[src/rtl/irqs_pkg.sv]
// Package: shared bit positions and sizes for the interrupt status register.
// Assumes an 8-bit host register; positions are fixed by the host software view.
package irqs_pkg;
    localparam int REG_W     = 8;
    localparam int NSRC      = 2;
    localparam int SRC_DMA   = 0;
    localparam int SRC_BUS   = 1;
    localparam int B_ABORT   = 7;
    localparam int B_SWRST   = 6;
    localparam int B_SIGP    = 5;
    localparam int B_SEM     = 4;
    localparam int B_CONN    = 3;
    localparam int B_ONFLY   = 2;
    localparam int B_BUSPEND = 1;
    localparam int B_DMAPEND = 0;

    typedef struct packed {
        logic abort;
        logic sigp;
        logic sem;
        logic onfly;
    } ctrl_flags_t;
endpackage

[src/rtl/irqs_stack.sv]
// Module: irqs_stack
// Per-source cause queue. It counts outstanding interrupt causes up to DEPTH
// and produces a registered pending flag. A read strobe without a new event
// forces the flag low for one cycle, so the host sees a stacked cause
// re-assert. Assumes evt_i and clr_i are single-cycle strobes.
module irqs_stack #(
    parameter int DEPTH = 4
) (
    input  logic clk,
    input  logic rst_n,
    input  logic flush_i,
    input  logic evt_i,
    input  logic clr_i,
    output logic pend_o
);
    localparam int CW = $clog2(DEPTH + 1);
    localparam logic [CW-1:0] CMAX = CW'(DEPTH);

    logic [CW-1:0] cnt_q;
    logic [CW-1:0] cnt_d;
    logic          pend_q;
    logic          pend_d;

    // Next queue count: a new event and a read in the same cycle keep at least one cause.
    always_comb begin
        cnt_d = cnt_q;
        unique case ({evt_i, clr_i})
            2'b10: if (cnt_q != CMAX) cnt_d = cnt_q + 1'b1;
            2'b01: if (cnt_q != '0)   cnt_d = cnt_q - 1'b1;
            2'b11: if (cnt_q == '0)   cnt_d = CW'(1);
            default: cnt_d = cnt_q;
        endcase
        pend_d = (cnt_d != '0) && !(clr_i && !evt_i);
    end

    // Queue and pending-flag registers with reset and flush.
    always_ff @(posedge clk) begin
        if (!rst_n || flush_i) begin
            cnt_q  <= '0;
            pend_q <= 1'b0;
        end else begin
            cnt_q  <= cnt_d;
            pend_q <= pend_d;
        end
    end

    assign pend_o = pend_q;

    p_cnt_bound_r7: assert property (@(posedge clk) disable iff (!rst_n)
        cnt_q <= CMAX);
    p_drop_after_read_r7: assert property (@(posedge clk) disable iff (!rst_n)
        (clr_i && !evt_i && !flush_i) |=> !pend_o);
    p_new_event_wins_r8: assert property (@(posedge clk) disable iff (!rst_n)
        (evt_i && !flush_i) |=> pend_o);
endmodule

[src/rtl/irqs_ctrl.sv]
// Module: irqs_ctrl
// Host-writable control flags, abort handshake and software reset pulse.
// Assumes one write per cycle. A write carrying the reset bit overrides the
// other fields in that write. The aborted-interrupt strobe is combinational,
// so the DMA queue sees it in the same cycle as its cause.
module irqs_ctrl
    import irqs_pkg::*;
(
    input  logic             clk,
    input  logic             rst_n,
    input  logic             wr_i,
    input  logic [REG_W-1:0] wdata_i,
    input  logic             fly_evt_i,
    input  logic             abort_ack_i,
    input  logic             dma_rd_i,
    output ctrl_flags_t      flags_o,
    output logic             srst_req_o,
    output logic             srst_o,
    output logic             abort_evt_o,
    output logic             aborted_o
);
    ctrl_flags_t flags_q;
    logic        srst_q;
    logic        aborted_q;
    logic        srst_req;
    logic        abort_evt;

    assign srst_req  = wr_i && wdata_i[B_SWRST];
    assign abort_evt = !srst_req && (abort_ack_i || (dma_rd_i && flags_q.abort));

    // Control flag register: write loads, reset-bit write clears, on-fly event sets.
    always_ff @(posedge clk) begin
        if (!rst_n || srst_req) begin
            flags_q <= '0;
        end else begin
            if (wr_i) begin
                flags_q.abort <= wdata_i[B_ABORT];
                flags_q.sigp  <= wdata_i[B_SIGP];
                flags_q.sem   <= wdata_i[B_SEM];
            end
            flags_q.onfly <= fly_evt_i || (flags_q.onfly && !(wr_i && wdata_i[B_ONFLY]));
        end
    end

    // One-cycle engine reset pulse and aborted-interrupt marker.
    always_ff @(posedge clk) begin
        if (!rst_n) begin
            srst_q    <= 1'b0;
            aborted_q <= 1'b0;
        end else begin
            srst_q    <= srst_req;
            aborted_q <= abort_evt;
        end
    end

    assign flags_o     = flags_q;
    assign srst_req_o  = srst_req;
    assign srst_o      = srst_q;
    assign abort_evt_o = abort_evt;
    assign aborted_o   = aborted_q;

    p_srst_one_cycle_r9: assert property (@(posedge clk) disable iff (!rst_n)
        srst_o |=> !srst_o);
    p_srst_clears_r9: assert property (@(posedge clk) disable iff (!rst_n)
        srst_req |=> (flags_o == '0));
    p_abort_set_r4: assert property (@(posedge clk) disable iff (!rst_n)
        (wr_i && wdata_i[B_ABORT] && !wdata_i[B_SWRST]) |=> flags_o.abort);
    p_regen_r5: assert property (@(posedge clk) disable iff (!rst_n)
        (flags_o.abort && dma_rd_i && !srst_req) |=> aborted_o);
endmodule

[src/rtl/irq_status_ctrl.sv]
// Module: irq_status_ctrl (top)
// Host-visible interrupt status and control register. It combines the
// control flags, connection status and per-source pending bits into one
// byte, which is read combinationally with no side effect. It also drives
// the combined interrupt line. Assumes all inputs are synchronous to clk.
module irq_status_ctrl
    import irqs_pkg::*;
#(
    parameter int STACK_DEPTH = 4
) (
    input  logic             clk,
    input  logic             rst_n,
    input  logic             reg_wr_i,
    input  logic [REG_W-1:0] reg_wdata_i,
    output logic [REG_W-1:0] reg_rdata_o,
    input  logic             bus_evt_i,
    input  logic             bus_stat_rd_i,
    input  logic             dma_evt_i,
    input  logic             dma_stat_rd_i,
    input  logic             abort_ack_i,
    input  logic             connected_i,
    input  logic             fly_evt_i,
    input  logic             gie_i,
    output logic             abort_req_o,
    output logic             sig_proc_o,
    output logic             sem_o,
    output logic             eng_srst_o,
    output logic             aborted_evt_o,
    output logic             irq_o
);
    ctrl_flags_t     flags;
    logic            srst_req;
    logic            abort_evt;
    logic [NSRC-1:0] src_evt;
    logic [NSRC-1:0] src_clr;
    logic [NSRC-1:0] src_pend;

    irqs_ctrl u_ctrl (
        .clk        (clk),
        .rst_n      (rst_n),
        .wr_i       (reg_wr_i),
        .wdata_i    (reg_wdata_i),
        .fly_evt_i  (fly_evt_i),
        .abort_ack_i(abort_ack_i),
        .dma_rd_i   (dma_stat_rd_i),
        .flags_o    (flags),
        .srst_req_o (srst_req),
        .srst_o     (eng_srst_o),
        .abort_evt_o(abort_evt),
        .aborted_o  (aborted_evt_o)
    );

    // Route source strobes: DMA queue also takes aborted-interrupt events.
    always_comb begin
        src_evt[SRC_DMA] = dma_evt_i || abort_evt;
        src_clr[SRC_DMA] = dma_stat_rd_i;
        src_evt[SRC_BUS] = bus_evt_i;
        src_clr[SRC_BUS] = bus_stat_rd_i;
    end

    for (genvar s = 0; s < NSRC; s++) begin : g_src
        irqs_stack #(.DEPTH(STACK_DEPTH)) u_stack (
            .clk    (clk),
            .rst_n  (rst_n),
            .flush_i(srst_req),
            .evt_i  (src_evt[s]),
            .clr_i  (src_clr[s]),
            .pend_o (src_pend[s])
        );
    end

    // Pack the host-visible byte; the reset bit always reads as zero.
    always_comb begin
        reg_rdata_o            = '0;
        reg_rdata_o[B_ABORT]   = flags.abort;
        reg_rdata_o[B_SWRST]   = 1'b0;
        reg_rdata_o[B_SIGP]    = flags.sigp;
        reg_rdata_o[B_SEM]     = flags.sem;
        reg_rdata_o[B_CONN]    = connected_i;
        reg_rdata_o[B_ONFLY]   = flags.onfly;
        reg_rdata_o[B_BUSPEND] = src_pend[SRC_BUS];
        reg_rdata_o[B_DMAPEND] = src_pend[SRC_DMA];
    end

    assign abort_req_o = flags.abort;
    assign sig_proc_o  = flags.sigp;
    assign sem_o       = flags.sem;
    assign irq_o       = gie_i && (src_pend != '0);

    p_ro_write_ignored_r3: assert property (@(posedge clk) disable iff (!rst_n)
        (reg_wr_i && (reg_wdata_i[3] || reg_wdata_i[1] || reg_wdata_i[0])
         && reg_rdata_o[1:0] == 2'b00 && !bus_evt_i && !dma_evt_i && !abort_ack_i)
        |=> (reg_rdata_o[1:0] == 2'b00));
    p_irq_gated_r10: assert property (@(posedge clk) disable iff (!rst_n)
        (!gie_i) |-> !irq_o);
    p_srst_empties_r9: assert property (@(posedge clk) disable iff (!rst_n)
        eng_srst_o |-> (src_pend == '0));
endmodule

[config.mk]
export PLATFORM = sky130hd
export DESIGN_NAME = irq_status_ctrl
export DESIGN_NICKNAME = d
export VERILOG_FILES = /design/src/rtl/irqs_pkg.sv /design/src/rtl/irqs_stack.sv /design/src/rtl/irqs_ctrl.sv /design/src/rtl/irq_status_ctrl.sv
export SDC_FILE = /design/constraint.sdc
export NUM_CORES = 1
export LEC_CHECK = 0
export ABC_AREA = 1
export BUFFER_PORTS_ARGS = -buffer_cell sky130_fd_sc_hd__buf_4
export CAP_MARGIN = 40
export CELL_PAD_IN_SITES_DETAIL_PLACEMENT = 1
export CELL_PAD_IN_SITES_GLOBAL_PLACEMENT = 2
export CORE_MARGIN = 5
export CORE_UTILIZATION = 25
export DETAILED_ROUTE_END_ITERATION = 8
export PLACE_DENSITY = 0.78
export SYNTH_ARGS = -nofsm -noshare
export SYNTH_HDL_FRONTEND = slang
export SYNTH_SLANG_ARGS = --single-unit
[constraint.sdc]
create_clock -name clk -period 1.85 [get_ports clk]
set_input_delay 0 -clock clk [delete_from_list [all_inputs] [get_ports clk]]
set_output_delay 0 -clock clk [all_outputs]
set_load 0.02 [all_outputs]
; ---- After elaboration in Yosys (flattened, before gate mapping)
; Cells that the tools add are included.
; W data, S select, Z words.
[classes]
n_reduce_logical = 28
n_mux = 8
eq_ne = 8
n_addsub = 4
[ops]
columns = op, count
row1 = $mux W3, 6
row2 = $pmux W3 S3, 2
row3 = $reduce_bool A3 Y1, 4
row4 = $logic_and A1 B1 Y1, 10
row5 = $eq A2 B2 Y1 const B, 4
row6 = $logic_not A1 Y1, 7
row7 = $add A3 B1 Y3 const B, 2
row8 = $logic_not A3 Y1, 2
row9 = $ne A3 B3 Y1 const B, 2
row10 = $sub A3 B1 Y3 const B, 2
row11 = $eq A2 B1 Y1 const B, 2
row12 = $logic_or A1 B1 Y1, 4
row13 = $reduce_bool A2 Y1, 1
[word_totals]
word_cells = 58
register_bits = 14
in_bits = 19
output_inout_bits = 14

; ---- Longest topological paths before layout
[logic_depth]
depth_word = 8
ltp_mapped = 12
mapped_depth_nobuf = 12

; ---- Hierarchy
; Synthesis repeated with hierarchy kept, for this count alone.
[hier_totals]
hier_cells = 161
area_unflattened_um2 = 1053.5
[by_module_without_submodules]
columns = mod, area_per_inst_um2, cells_per_inst, seq_area_each_um2, instances
row1 = irqs_stack, 385.4, 60, 80.1, 2
row2 = irqs_ctrl, 224.0, 31, 120.1, 1
row3 = irq_status_ctrl, 58.8, 10, 0.0, 1

; ---- Least setup slack after synthesis
; No wires, ideal clock.
[synth_path]
path_kind = flip-flop to flip-flop
from = register g_src[1].u_stack.cnt_q[0]
to = register g_src[1].u_stack.pend_q
arrival_ns = 1.436
required_ns = 1.738
n_path_buf = 0
setup_time_ns = 0.112
synth_period_minus_slack_ns = 1.548
stages_incl_launch_ff = 10
slack_ns = 0.302
cell_sequence = dfxtp_1 > inv_1 > ha_1 > nand2_1 > ha_1 > o22ai_1 > nor3_1 > nand2_1 > nor2_1 > nor2_1
[synth_via]
elab_chain_cells = 5
elab_cells_between_ends = 11
cone_classes = add/sub: 2 / eq/ne: 1 / mux: 4 / reduce/logical: 4
[synth_lines]
columns = element, line
row1 = start: declaration, irqs_stack.sv:19  ; logic [CW-1:0] cnt_q;
row2 = start signal: assignment, irqs_stack.sv:42  ; cnt_q <= cnt_d;
row3 = "$sub A3 B1 Y3, or another cell as far along", irqs_stack.sv:29  ; 2'b01: if (cnt_q != '0) cnt_d = cnt_q - 1'b1;
row4 = $mux W3 (on tied branches), "irqs_stack.sv:29, irqs_stack.sv:28, irqs_stack.sv:30"
row5 = $pmux W3 S3 *, irqs_stack.sv:27  ; unique case ({evt_i, clr_i})
row6 = $reduce_bool A3 Y1 *, irqs_stack.sv:33  ; pend_d = (cnt_d != '0) && !(clr_i && !evt_i);
row7 = $logic_and A1 B1 Y1 *, irqs_stack.sv:33
row8 = end signal: assignment, irqs_stack.sv:43  ; pend_q <= pend_d;
row9 = end: declaration, irqs_stack.sv:21  ; logic pend_q;
; Mark *: on every way between the ends. The rest lies on a longest branch, timed or not.
; A chain may end at the register's enable or synchronous reset.

; ---- Worst setup path in the final report
[layout_path]
from = register g_src[1].u_stack.cnt_q[1]
to = register g_src[1].u_stack.pend_q
; The elaborated chain is that of the path after synthesis.

==> flow_summary.json <==
{
  "ir_drop_uv": 219,
  "setup_viol": 0,
  "grt_max_degree": 11,
  "cts_tree": "done",
  "fin_skew_ns": 0.00263,
  "ios": 33,
  "cts.sink_count": 14,
  "ys_seq_elements": 14,
  "nets": 194,
  "clock_latency_ns": 0.24,
  "crit_family": "adder cells",
  "worstPathRequired_ns": 1.99,
  "path_buf_inv": 1,
  "path_clk_slew_ns": 0.06,
  "power_w": 0.000827,
  "worstPathMaxFanout": 4,
  "cts_htree_levels": 1,
  "rsz0062_at_grt": "true",
  "dp_slack_ns": 0.0306,
  "powerDensity_mw_per_mm2": 696,
  "gp_congestion": 0.799,
  "fin_crit_sh": 0.916,
  "hp-class": "in -> out",
  "place_inst": 209,
  "cap_violations": 0,
  "arrival_ns": 1.83,
  "final_layout_size_suffix_gt1_frac": 0.218,
  "vias": 925,
  "grt-ovfl-total": 0,
  "postCtsSetupBuffers": 0,
  "path_cells": "inv_1 -> ha_2 -> nand2_1 -> ha_1 -> o22ai_1 -> nor3_2 -> nand2_1 -> nor2_1 -> nor2_1",
  "grt_pass1_vias": 994,
  "grt_pass1_wl_um": 4330,
  "crit_type": "reg -> reg",
  "finalSetupTns_ns": 0,
  "slowest_stage": "dfxtp_1",
  "wl_um": 2400,
  "drc": 0,
  "avgSynthCellArea_um2": 6.55,
  "track_usage": 0.103,
  "viasPerCell": 4.34,
  "p_leak_nw": 0.611,
  "end_kind": "register",
  "numCtsBuffers": 3,
  "drt_iter0_markers": 32,
  "ys_seq_area_frac": 0.301,
  "die_x_um": 71.0,
  "wl_per_cell_um": 11.3,
  "syn_inst": 142,
  "fin_cells": 213,
  "synth.cell_area_um2": 930,
  "maxSlewViolCount": 0,
  "finalHoldViolCount": 0,
  "layout_min_cycle_time_ns": 1.69,
  "ant_nets": 0,
  "cts_buffer_depth": 2,
  "drtPass1Iterations": 2,
  "fmax_ghz": 0.590,
  "coreArea_mm2": 0.00363,
  "yosys_warnings": 0,
  "status": "finished clean",
  "hpwl_um": 2060,
  "initial_core_util": 0.256,
  "rows": 22,
  "area_growth_pct": 27.7,
  "clockRootBuffer": "clkbuf_8",
  "crit_path_start_kind": "register",
  "dieArea_mm2": 0.00504,
  "antennaDiodeCount": 0,
  "antenna_found_initial": 0,
  "critPathMaxStageDelay_ns": 0.32,
  "synth_cell_types": 20,
  "synth_nets": 169,
  "die_y_um": 71.0,
  "timing.final.ws_setup_ns": 0.156,
  "portBuffers": 26
}
## area by class of cell
class                   count  area [um2]
clock buffers               3        41.3
fillers                   485        2450
inverters                  19        71.3
multi-input cells         101         522
flip-flops and latches     14         280
well taps                  48        60.1
repair buffers             28         213
## per-layer routing
metal,part of all wire,routed length (um),track usage,vias up
li1,-,-,-,482
met1,0.45,1070,0.128,422
met2,0.50,1200,0.179,19
met3,0.051,123,0.0270,2
met4,0.0017,4,0.0188,0
met5,0,0,0,-
## kinds of logic after synthesis
family / Yosys count / synth area share
other: 1 / 0.00403
AO/OA/AOI/OAI: 14 / 0.0835
AND/OR/NAND/NOR: 76 / 0.339
adder cells (fa/ha/maj): 8 / 0.108
flip-flops: 14 / 0.301
buffers and inverters: 27 / 0.145
XOR/XNOR: 2 / 0.0188
## per-stage QoR
stage / instance area (um2) / hold WS [ns] / utilization
6_report: 1190 / 0.0000435 / 0.327
5_1_grt: 1190 / 0.000118 / 0.327
4_1_cts: 1180 / 0.000137 / 0.325
3_5_place_dp: 1130 / 0.000137 / 0.311
3_3_place_gp: 1130 / 0.000137 / 0.311
2_1_floorplan: 930 / 0.113 / -
## cells in the mapped netlist
cell / number / area, um2
dfxtp_1: 14 / 280
xnor2_1: 1 / 8.76
nand2_2: 3 / 18.8
nand4_1: 1 / 6.26
ha_1: 8 / 100
nand3_1: 13 / 65.1
nand2_1: 40 / 150
nor3_1: 1 / 5.00
buf_6: 1 / 11.3
o21ai_0: 2 / 10.0
buf_4: 7 / 52.6
o21a_1: 1 / 7.51
o22ai_1: 2 / 12.5
conb_1: 1 / 3.75
inv_1: 19 / 71.3
a21oi_1: 8 / 40.0
nor2_1: 17 / 63.8
xor2_1: 1 / 8.76
and2_1: 1 / 6.26
a21boi_0: 1 / 7.51
## worst reg2reg max path: cells and delay by family (launching register included)
kind | cells | cell delay [ns]
adder cells (fa/ha/maj) | 2 | 0.55
AND/OR/NAND/NOR | 5 | 0.54
flip-flops | 1 | 0.32
buffers and inverters | 1 | 0.09
AO/OA/AOI/OAI | 1 | 0.09
## registers in the layout, indices dropped and copies added, names as in the netlist
| name | flops |
|---|---|
| u_ctrl.srst_o | 1 |
| g_src.u_stack.cnt_q | 6 |
| u_ctrl.flags_o | 4 |
| g_src.u_stack.pend_o | 2 |
| u_ctrl.aborted_o | 1 |
## timing repair
action	4_1_cts	5_1_grt
endpoints found under the setup margin	0	2
resized for setup	0	3
hold endpoints to repair	1	0
hold buffers	1	0
## cells in the final DEF, fill, tap and decap left out, drive strengths merged
master / count
a21boi: 1
nor3: 1
ha: 8
nand2: 43
o21a: 1
nand3: 13
nand4: 1
inv: 19
o21ai: 2
buf: 27
o22ai: 2
xnor2: 1
clkbuf: 3
a21oi: 8
nor2: 17
dfxtp: 14
xor2: 1
conb: 1
dlygate4sd3: 1
and2: 1
## report_power, final
group | switching (W) | leakage, nW | internal, W
clock network | 0.000103 | 0.0216 | 0.000144
logic | 0.000142 | 0.475 | 0.000101
registers | 0.0000149 | 0.115 | 0.000322
## final timing paths
check,slack [ns],start,end,depth (start not counted)
max,0.16,g_src[1].u_stack.cnt_q[1]$_SDFF_PP0_,g_src[1].u_stack.pend_o$_SDFF_PP0_,9
min,0.00004,connected_i,reg_rdata_o[3],0
max reg2reg,0.16,g_src[1].u_stack.cnt_q[1]$_SDFF_PP0_,g_src[1].u_stack.pend_o$_SDFF_PP0_,9
min reg2reg,0.50,u_ctrl.flags_o[3]$_SDFFE_PP0P_,u_ctrl.flags_o[3]$_SDFFE_PP0P_,2
Power figures use the tool's default switching activity.
